## config.mk

```make
export PLATFORM = sky130hd
export DESIGN_NAME = refclk_loss_mon
export DESIGN_NICKNAME = d
export VERILOG_FILES = /design/src/rtl/refmon_pkg.sv /design/src/rtl/refmon_edge.sv /design/src/rtl/refmon_meter.sv /design/src/rtl/refmon_lock.sv /design/src/rtl/refclk_loss_mon.sv
export SDC_FILE = /design/constraint.sdc
export NUM_CORES = 1
export LEC_CHECK = 0
export ABC_AREA = 1
export BUFFER_PORTS_ARGS = -buffer_cell sky130_fd_sc_hd__buf_2
export CAP_MARGIN = 20
export CELL_PAD_IN_SITES_DETAIL_PLACEMENT = 0
export CELL_PAD_IN_SITES_GLOBAL_PLACEMENT = 1
export CORE_UTILIZATION = 30
export DETAILED_ROUTE_END_ITERATION = 8
export GPL_TIMING_DRIVEN = 0
export PLACE_DENSITY = 0.7
export SYNTH_ARGS = -nofsm -noshare
export SYNTH_HDL_FRONTEND = slang
export SYNTH_SLANG_ARGS = --single-unit
export TNS_END_PERCENT = 50
```

## constraint.sdc

```tcl
create_clock -name clk_i -period 3.8 [get_ports clk_i]
set_input_delay 0.76 -clock clk_i [delete_from_list [all_inputs] [get_ports clk_i]]
set_output_delay 0.76 -clock clk_i [all_outputs]
set_load 0.1 [all_outputs]
```

## src/rtl/refmon_pkg.sv

```systemverilog
package refmon_pkg;
  typedef enum logic [2:0] {
    EV_NONE,
    EV_PRIME,   // first edge, no interval yet
    EV_NEW,     // first interval stored
    EV_MATCH,
    EV_SKIP,
    EV_CHANGE,
    EV_LOST
  } ref_ev_e;
endpackage

```

## src/rtl/refmon_edge.sv

```systemverilog
module refmon_edge #(
  parameter int STAGES = 2
) (
  input  logic clk_i,
  input  logic rst_ni,
  input  logic ref_i,
  output logic edge_o
);
  logic [STAGES:0] s_q;

  always_ff @(posedge clk_i or negedge rst_ni) begin
    if (!rst_ni) s_q <= '0;
    else         s_q <= {s_q[STAGES-1:0], ref_i};
  end

  assign edge_o = s_q[STAGES-1] & ~s_q[STAGES];

  a_r1_edge_single: assert property (@(posedge clk_i) disable iff (!rst_ni)
    edge_o |=> !edge_o);
endmodule

```

## src/rtl/refmon_meter.sv

```systemverilog
module refmon_meter
  import refmon_pkg::*;
#(
  parameter int CNT_W        = 24,
  parameter int TIMEOUT_CYC  = 1 << 23,
  parameter int TOL_CYC      = 4,
  parameter int SKIP_WIN_CYC = 1_000_000,
  parameter int SKIP_MIN_PER = 625
) (
  input  logic             clk_i,
  input  logic             rst_ni,
  input  logic             edge_i,
  input  logic             skip_en_i,
  output ref_ev_e          ev_o,
  output logic [CNT_W-1:0] per_o
);
  localparam logic [CNT_W-1:0] TMO  = CNT_W'(TIMEOUT_CYC);
  localparam logic [CNT_W-1:0] TOL  = CNT_W'(TOL_CYC);
  localparam logic [CNT_W-1:0] WIN  = CNT_W'(SKIP_WIN_CYC);
  localparam logic [CNT_W-1:0] MINP = CNT_W'(SKIP_MIN_PER);

  logic [CNT_W-1:0] cnt_q, ph_q, per_q;
  logic             seen_q, valid_q;
  logic [CNT_W-1:0] intv, diff, rem;
  logic             near, mult, skip_ok, lost;

  always_comb begin
    intv    = cnt_q + 1'b1;
    diff    = (intv > per_q) ? intv - per_q : per_q - intv;
    rem     = ph_q + 1'b1;   // interval mod period, 1..period
    near    = diff <= TOL;
    mult    = (intv > per_q) &&
              ((rem <= TOL) || ({1'b0, rem} + {1'b0, TOL} >= {1'b0, per_q}));
    skip_ok = skip_en_i && (per_q >= MINP) && (intv <= WIN);
    lost    = seen_q && (cnt_q >= TMO);
    ev_o    = EV_NONE;
    if (edge_i) begin
      if (!seen_q)              ev_o = EV_PRIME;
      else if (!valid_q)        ev_o = EV_NEW;
      else if (near)            ev_o = EV_MATCH;
      else if (skip_ok && mult) ev_o = EV_SKIP;
      else                      ev_o = EV_CHANGE;
    end else if (lost) begin
      ev_o = EV_LOST;
    end
  end

  always_ff @(posedge clk_i or negedge rst_ni) begin
    if (!rst_ni) begin
      cnt_q   <= '0;
      ph_q    <= '0;
      per_q   <= '0;
      seen_q  <= 1'b0;
      valid_q <= 1'b0;
    end else begin
      if (edge_i) begin
        cnt_q <= '0;
        ph_q  <= '0;
      end else begin
        if (cnt_q < TMO) cnt_q <= cnt_q + 1'b1;
        ph_q <= (rem >= per_q) ? '0 : rem;
      end
      case (ev_o)
        EV_PRIME: seen_q <= 1'b1;
        EV_NEW, EV_MATCH, EV_CHANGE: begin
          per_q   <= intv;
          valid_q <= 1'b1;
        end
        EV_LOST: begin
          per_q   <= '0;
          valid_q <= 1'b0;
          seen_q  <= 1'b0;
        end
        default: ;
      endcase
    end
  end

  assign per_o = per_q;

  a_r5_skip_needs_slow: assert property (@(posedge clk_i) disable iff (!rst_ni)
    (ev_o == EV_SKIP) |-> (skip_en_i && per_q >= MINP));
  a_r1_skip_keeps_period: assert property (@(posedge clk_i) disable iff (!rst_ni)
    (ev_o == EV_SKIP) |=> $stable(per_q));
  a_r7_skip_in_window: assert property (@(posedge clk_i) disable iff (!rst_ni)
    (ev_o == EV_SKIP) |-> (cnt_q < WIN));
endmodule

```

## src/rtl/refmon_lock.sv

```systemverilog
module refmon_lock
  import refmon_pkg::*;
#(
  parameter int RELOCK_CYC = 4096
) (
  input  logic    clk_i,
  input  logic    rst_ni,
  input  ref_ev_e ev_i,
  output logic    lock_o
);
  localparam int               RC_W    = $clog2(RELOCK_CYC + 1);
  localparam logic [RC_W-1:0]  RC_LAST = RC_W'(RELOCK_CYC - 1);

  logic            lock_q, armed_q;
  logic [RC_W-1:0] rc_q;

  always_ff @(posedge clk_i or negedge rst_ni) begin
    if (!rst_ni) begin
      lock_q  <= 1'b0;
      armed_q <= 1'b0;
      rc_q    <= '0;
    end else begin
      case (ev_i)
        EV_NEW, EV_CHANGE: begin
          lock_q  <= 1'b0;
          armed_q <= 1'b1;
          rc_q    <= '0;
        end
        EV_LOST: begin
          lock_q  <= 1'b0;
          armed_q <= 1'b0;
          rc_q    <= '0;
        end
        default: begin
          if (armed_q) begin
            if (rc_q == RC_LAST) begin
              lock_q  <= 1'b1;
              armed_q <= 1'b0;
            end else begin
              rc_q <= rc_q + 1'b1;
            end
          end
        end
      endcase
    end
  end

  assign lock_o = lock_q;

  a_r3_change_unlocks: assert property (@(posedge clk_i) disable iff (!rst_ni)
    (ev_i == EV_CHANGE) |=> !lock_q);
  a_r2_lost_unlocks: assert property (@(posedge clk_i) disable iff (!rst_ni)
    (ev_i == EV_LOST) |=> !lock_q);
  a_r8_rise_after_arm: assert property (@(posedge clk_i) disable iff (!rst_ni)
    $rose(lock_q) |-> $past(armed_q));
endmodule

```

## src/rtl/refclk_loss_mon.sv

```systemverilog
module refclk_loss_mon
  import refmon_pkg::*;
#(
  parameter int CNT_W        = 24,
  parameter int SYNC_STAGES  = 2,
  parameter int TIMEOUT_CYC  = 1 << 23,
  parameter int RELOCK_CYC   = 4096,
  parameter int TOL_CYC      = 4,
  parameter int SKIP_WIN_CYC = 1_000_000,
  parameter int SKIP_MIN_PER = 625
) (
  input  logic             clk_i,
  input  logic             rst_ni,
  input  logic             ref_clk_i,
  input  logic             skip_en_i,
  input  logic             unl_low_i,
  output logic             lock_o,
  output logic             clk_en_o,
  output logic [CNT_W-1:0] period_o
);
  logic    ref_edge;
  ref_ev_e ev;

  refmon_edge #(.STAGES(SYNC_STAGES)) u_edge (
    .clk_i  (clk_i),
    .rst_ni (rst_ni),
    .ref_i  (ref_clk_i),
    .edge_o (ref_edge)
  );

  refmon_meter #(
    .CNT_W        (CNT_W),
    .TIMEOUT_CYC  (TIMEOUT_CYC),
    .TOL_CYC      (TOL_CYC),
    .SKIP_WIN_CYC (SKIP_WIN_CYC),
    .SKIP_MIN_PER (SKIP_MIN_PER)
  ) u_meter (
    .clk_i     (clk_i),
    .rst_ni    (rst_ni),
    .edge_i    (ref_edge),
    .skip_en_i (skip_en_i),
    .ev_o      (ev),
    .per_o     (period_o)
  );

  refmon_lock #(.RELOCK_CYC(RELOCK_CYC)) u_lock (
    .clk_i  (clk_i),
    .rst_ni (rst_ni),
    .ev_i   (ev),
    .lock_o (lock_o)
  );

  assign clk_en_o = lock_o | ~unl_low_i;

  a_r1_lock_has_period: assert property (@(posedge clk_i) disable iff (!rst_ni)
    lock_o |-> (period_o != '0));
  a_r9_gate_on_lock: assert property (@(posedge clk_i) disable iff (!rst_ni)
    lock_o |-> clk_en_o);
endmodule

```

==> Word-level counts from Yosys, hierarchy flattened <==
Index checks and enable logic that the tools add are counted.
{ "classes": {"n_lt_le_gt_ge": 9, "n_addsub": 6, "reduce_logical": 16, "eq_ne": 7, "bitwise_logic": 4, "n_mux": 23} }
{ "ops": {"columns": ["operator", "count"], "rows": [
  ["$mux 24", 5],
  ["$add 24x1->24 const B", 2],
  ["$le 24x3->1 const B", 2],
  ["$pmux 24 s2", 1],
  ["$sub 24x24->24", 2],
  ["$mux 13", 3],
  ["$add 24x3->25 const B", 1],
  ["$ge 25x24->1", 1],
  ["$ge 24x10->1 const B", 1],
  ["$ge 24x24->1", 1],
  ["$ge 24x24->1 const B", 1],
  ["$gt 24x24->1", 1],
  ["$le 24x20->1 const B", 1],
  ["$lt 24x24->1 const B", 1],
  ["$mux 3", 5],
  ["$add 13x1->13 const B", 1],
  ["$eq 13x12->1 const B", 1],
  ["$reduce_bool 2->1", 5],
  ["$eq 3x2->1 const B", 2],
  ["$eq 3x3->1 const B", 2],
  ["$mux 1", 6],
  ["$pmux 1 s2", 3],
  ["$reduce_or 3->1", 2],
  ["$logic_and 1x1->1", 5],
  ["other kinds (8)", 10]
]} }
{ "totals": {"word_cells": 74, "regBits": 92, "output_inout_bits": 26, "in_bits": 5} }

==> Depth between registers and ports, before layout <==
{ "depth": {"word_depth": 15, "ltp_mapped": 37, "depth_no_buf": 36} }

==> Hierarchy <==
From an unflattened synthesis, not the netlist that was laid out.
{ "unflattened": {"hier_cells": 1654, "hier_area_um2": 10244.8} }
{ "by_module_without_submodules": {"columns": ["module", "instances", "cells_each", "area_each_um2"], "rows": [
  ["refmon_meter", 1, 1529, 9248.9],
  ["refmon_lock", 1, 118, 903.4],
  ["refmon_edge", 1, 5, 85.1],
  ["refclk_loss_mon", 1, 2, 7.5]
]} }

==> Worst setup path before layout <==
OpenSTA, ideal clock, no wires.
{ "synth_path": {"path_kind": "flip-flop to flip-flop", "from": "register u_meter.ph_q[0]", "to": "register u_meter.per_q[4] (netlist: u_meter.per_o[4])", "setup_ns": 0.130, "slack_ns": -0.405, "arrival_time_ns": 4.075, "n_path_buf": 1, "required_time_ns": 3.670, "path_stages_with_launch": 29, "path_cell_list": "dfrtp_1 ha_1 xor2_1 inv_1 nor3_1 nand3_1 nor2_1 nand2_1 nor4_1 inv_1 nor2_1 nand2_1 xor2_1 ha_1 nor3b_1 nand3_1 nor4_1 a21oi_1 nand2_1 nor2_1 nor2_2 nand2_1 nand2_1 nand2_1 nand2_2 nand2_2 nand2_2 buf_6 o21ai_2"} }
{ "synth_between": {"elab_chain_cells": 14, "word_cells_on_any_way": 19} }
{ "synth_rtl": {"columns": ["item", "line_no", "source"], "rows": [
  ["from (decl)", "refmon_meter.sv:22", "logic [CNT_W-1:0] cnt_q, ph_q, per_q;"],
  ["from (signal assigned)", "refmon_meter.sv:61", "ph_q <= (rem >= per_q) ? '0 : rem;"],
  ["$add 24x1->24 (*)", "refmon_meter.sv:30", "rem = ph_q + 1'b1;"],
  ["$add 24x3->25", "refmon_meter.sv:33", "((rem <= TOL) || ({1'b0, rem} + {1'b0, TOL} >= {1'b0, per_q}));"],
  ["$ge 25x24->1", "refmon_meter.sv:33", null],
  ["$logic_or 1x1->1 (*)", "refmon_meter.sv:33", null],
  ["$logic_and 1x1->1 (*)", "refmon_meter.sv:32", "mult = (intv > per_q) &&"],
  ["$logic_and 1x1->1 (*)", "refmon_meter.sv:41", "else if (skip_ok && mult) ev_o = EV_SKIP;"],
  ["$mux 1 (*)", "refmon_meter.sv:41", null],
  ["$mux 3 (*)", "refmon_meter.sv:40", "else if (near) ev_o = EV_MATCH;"],
  ["$mux 3 (*)", "refmon_meter.sv:39", "else if (!valid_q) ev_o = EV_NEW;"],
  ["$mux 3 (*)", "refmon_meter.sv:38", "if (!seen_q) ev_o = EV_PRIME;"],
  ["$mux 3 (*)", "refmon_meter.sv:37", "if (edge_i) begin"],
  ["$eq 3x2->1 / $eq 3x3->1 (equally long branches)", "refmon_meter.sv:63", "case (ev_o)"],
  ["$reduce_or 3->1", "refmon_meter.sv:63", null],
  ["$pmux 24 s2 / $reduce_bool 2->1 (equally long branches)", null, null],
  ["to (signal assigned)", "refmon_meter.sv:66", "per_q <= intv;"],
  ["to (decl)", "refmon_meter.sv:22", null]
]} }
Mark *: on every way between the ends. The rest lies on a longest branch, timed or not.
A chain may end at the register's enable or synchronous reset.

==> Worst setup path in the final report <==
{ "layout_path": {"from": "register u_meter.cnt_q[1]", "to": "register u_meter.per_q[6] (netlist: u_meter.per_o[6])"} }
{ "layout_between": {"elab_chain_cells": 12, "word_cells_on_any_way": 25} }
{ "layout_rtl": {"columns": ["item", "line_no", "source"], "rows": [
  ["from (decl)", "refmon_meter.sv:22", null],
  ["from (signal assigned)", "refmon_meter.sv:60", "if (cnt_q < TMO) cnt_q <= cnt_q + 1'b1;"],
  ["branches (longest 12 deep; another with $add 24x1->24)", null, null]
]} }
Several ways; the timed one is not identified.

==> results.ini <==
[cts]
cts_max_path_buffers=2
clock-sinks=92
cts_root_buf=clkbuf_16
insertion_delay_ns=0.36
cts_tree=yes
cts_buffers=9
cts-hold-fix-buffers=0
clk_pin_slew_ns=0.07
h-tree-depth=3

[grt]
grt-ovfl-total=0
antenna_found_initial=0
grt_pass1_vias=9866
grt_usage_pct=19.5
grt_pass1_wl_um=51600
grt_max_degree=53

[run_status]
status=finished, violations left
violations=setup timing

[worst_setup_path]
cp_slowest_stage_delay_ns=0.43
reg2reg_slack_ns=-0.76
reg2reg_to=u_meter.per_o[6]$_DFFE_PN0P_
crit_slowest_cell=dfrtp_1
crit_arrival_ns=4.85
path_delay_family=simple AND/OR/NAND/NOR gates
reg2reg_depth=29
required_ns=4.09
cp.buffers_inverters=5
startpoint=u_meter.cnt_q[1]$_DFFE_PN0P_
worst-path-stages=29
setup.worst_path.class=register to register
end_kind=register
cp-start-kind=register
cp_max_fo=7
crit_top_cell=nor2_4
cp-endpoint=u_meter.per_o[6]$_DFFE_PN0P_
r2r-start=u_meter.cnt_q[1]$_DFFE_PN0P_

[floorplanning]
die-height_um=186
initial_core_util_pct=30.4
pin_count=31
core_region_area_um2=33400
fp-row-count=67
die_area_um2=34600
dieWidth_um=186

[synth]
synthTopCellsByArea=dfrtp_1, nand2_1, ha_1
synth-edff-count=0
synthesis.nets=1714
synth_top_area_share_pct=22.6
synth_flop_cell=dfrtp_1
synthArstFlopShare_pct=100
ys_types=46
synth-seq-area-share_pct=22.6
yosysWarnings=0
syn-cell-area_um2=10200
yosysTopAreaCell=dfrtp_1
syn_inst=1607
ys_seq_elements=92
syn-mean-instance-area_um2=6.33

[route]
wl_per_cell_um=15.3
ant_nets=0
vias=10100
drt_iter0_markers=448
firstDrtPassIters=6
drc=0
vias_per_cell=4.69
routed_wl_um=33000

[final_layout]
nets=1812
insertedDiodeCount=0
synthToLayoutAreaGrowth_pct=23.6
drive_above_1_share_pct=19.4
fillCellCount=3549

[placement]
place.gp.congestion=0.910
dp_hpwl_um=26600
io_buffers=30

[hold_path]
hold_path.class=register to register

[timing]
setup_ws_ns=-0.764
rsz0062_at_grt=yes
hold_viol=0
min_period_ns=4.56
worstMarginPinSlew_ns=0.658
final-setup-viol-count=40
relSlewSlack_pct=56.1
clock_skew_ns=0.0108
setup_tns_ns=-27.60
fmax_ghz=0.219
post-route-period-util_pct=120
hold_slack_ns=0.350
drv_slew=0

[pwr]
power_mw=6.87
power.density_nw_per_um2=546
leakage_nw=6.76
ir_worst_vdd_mv=0.533

[run]
maxCapViolations=0

==> cell usage in the layout, fill, tap and decap left out, types with 8 or more instances in the layout <==
cell type and count:
o21ai_2 21, inv_1 280, nor3_1 10, nand2_4 8, nand3_1 82, nor2_1 121, o22ai_1 18, dfrtp_2 8
inv_2 17, nand3_2 13, buf_4 47, ha_1 88, nand2_2 36, o21ai_1 10, clkbuf_16 11, nand4_1 39
buf_2 31, a21oi_1 56, o21ai_0 24, dfrtp_1 84, nand2_1 494, xor2_1 40, nor2_2 21, nor2_4 32
==> report_power, final <==
part | internal (mW) | switching, mW | leakage, nW
Combinational | 1.66 | 3.06 | 5.36
Clock | 0.531 | 0.455 | 0.157
Sequential | 1.06 | 0.0979 | 1.23
Total | 3.25 | 3.61 | 6.76
==> metrics by stage <==
stage | util, % | std cells | instance area [µm²] | setup WS [ns]
3_3_place_gp | 32.9 | 2085 | 11000 | -1.40
2_1_floorplan | - | 1607 | 10300 | -0.0721
3_5_place_dp | 33.0 | 2086 | 11000 | -1.43
5_1_grt | 37.6 | 2158 | 12600 | -1.08
4_1_cts | 36.2 | 2138 | 12100 | -0.731
6_report | 37.6 | 2158 | 12600 | -0.764
==> synth_stat cells (all sizes together), types with 2 or more instances <==
library cell and instances:
nand2 539, inv 301, nor2 174, ha 102, nand3 98, dfrtp 92
a21oi 59, o21ai 55, xor2 50, nand4 40, nor3 20, o22ai 18
clkbuf 11, xnor2 9, buf 8, nor4 8, o21bai 6, a211oi 3
o21a 3, a21boi 2, nor3b 2
==> worst min-delay path by stage <==
stage | endpoint | slack [ns] | startpoint | depth (start not counted)
CTS | u_edge.s_q[1]$_DFF_PN0_ | 0.35 | u_edge.s_q[0]$_DFF_PN0_ | 0
global route | u_edge.s_q[1]$_DFF_PN0_ | 0.36 | u_edge.s_q[0]$_DFF_PN0_ | 0
finish | u_edge.s_q[1]$_DFF_PN0_ | 0.35 | u_edge.s_q[0]$_DFF_PN0_ | 0
floorplan | u_edge.s_q[1]$_DFF_PN0_ | 0.33 | u_edge.s_q[0]$_DFF_PN0_ | 0
global placement | u_edge.s_q[1]$_DFF_PN0_ | 0.33 | u_edge.s_q[0]$_DFF_PN0_ | 0
detailed placement | u_edge.s_q[1]$_DFF_PN0_ | 0.34 | u_edge.s_q[0]$_DFF_PN0_ | 0
==> final cells by class <==
type	instances	area (µm²)	share of cell area, %
well taps	448	561	4.46
clock inverters	7	95.1	0.757
clock buffers	9	225	1.79
multi-input cells	1194	7340	58.4
repair buffers	87	724	5.77
flip-flops and latches	92	2310	18.4
plain buffers	19	161	1.28
inverters	302	1150	9.15
==> registers in the layout, summed over array words and instances, names as in the netlist <==
signal,cells
u_meter.valid_q,1
u_meter.seen_q,1
u_meter.ph_q,24
u_lock.armed_q,1
u_lock.rc_q,13
u_lock.lock_o,1
u_meter.cnt_q,24
u_meter.per_o,24
u_edge.s_q,3
==> layer usage <==
metal	vias up	share of wire (%)	global-route usage [%]	wire length [µm]
met2	142	50	35.9	16500
met5	-	0	0	0
li1	5218	-	-	-
met3	53	2.2	1.57	714
met1	4718	44	23.7	14600
met4	0	3.4	6.33	1120
==> cells by family (layout without fill, tap and decap cells) <==
logic type / Yosys count / count (layout) / share of synthesized area [%]
and+or+nand+nor: 884 / 884 / 38.1
xor gates and xnor gates: 59 / 59 / 5.67
AOI/OAI and AO/OA: 149 / 149 / 8.75
buffers and inverters: 321 / 424 / 12.3
DFF: 92 / 92 / 22.6
adders and majority gates: 102 / 102 / 12.6
==> what timing repair did <==
action | 4_1_cts | 5_1_grt
pin swaps | 29 | 28
setup endpoints to repair | 40 | 58
cloned | 2 | 2
resized for setup | 109 | 67
setup buffers | 34 | 18
==> worst reg2reg max path: cells and delay by family (launching register included) <==
family          cells  cell delay (ns)
buf+inv             5             0.64
fa+ha+maj           2             0.54
xor+xnor            1             0.27
flops               1             0.43
compound gates      4             0.55
simple gates       17             2.06
(Power assumes the default switching activity.)
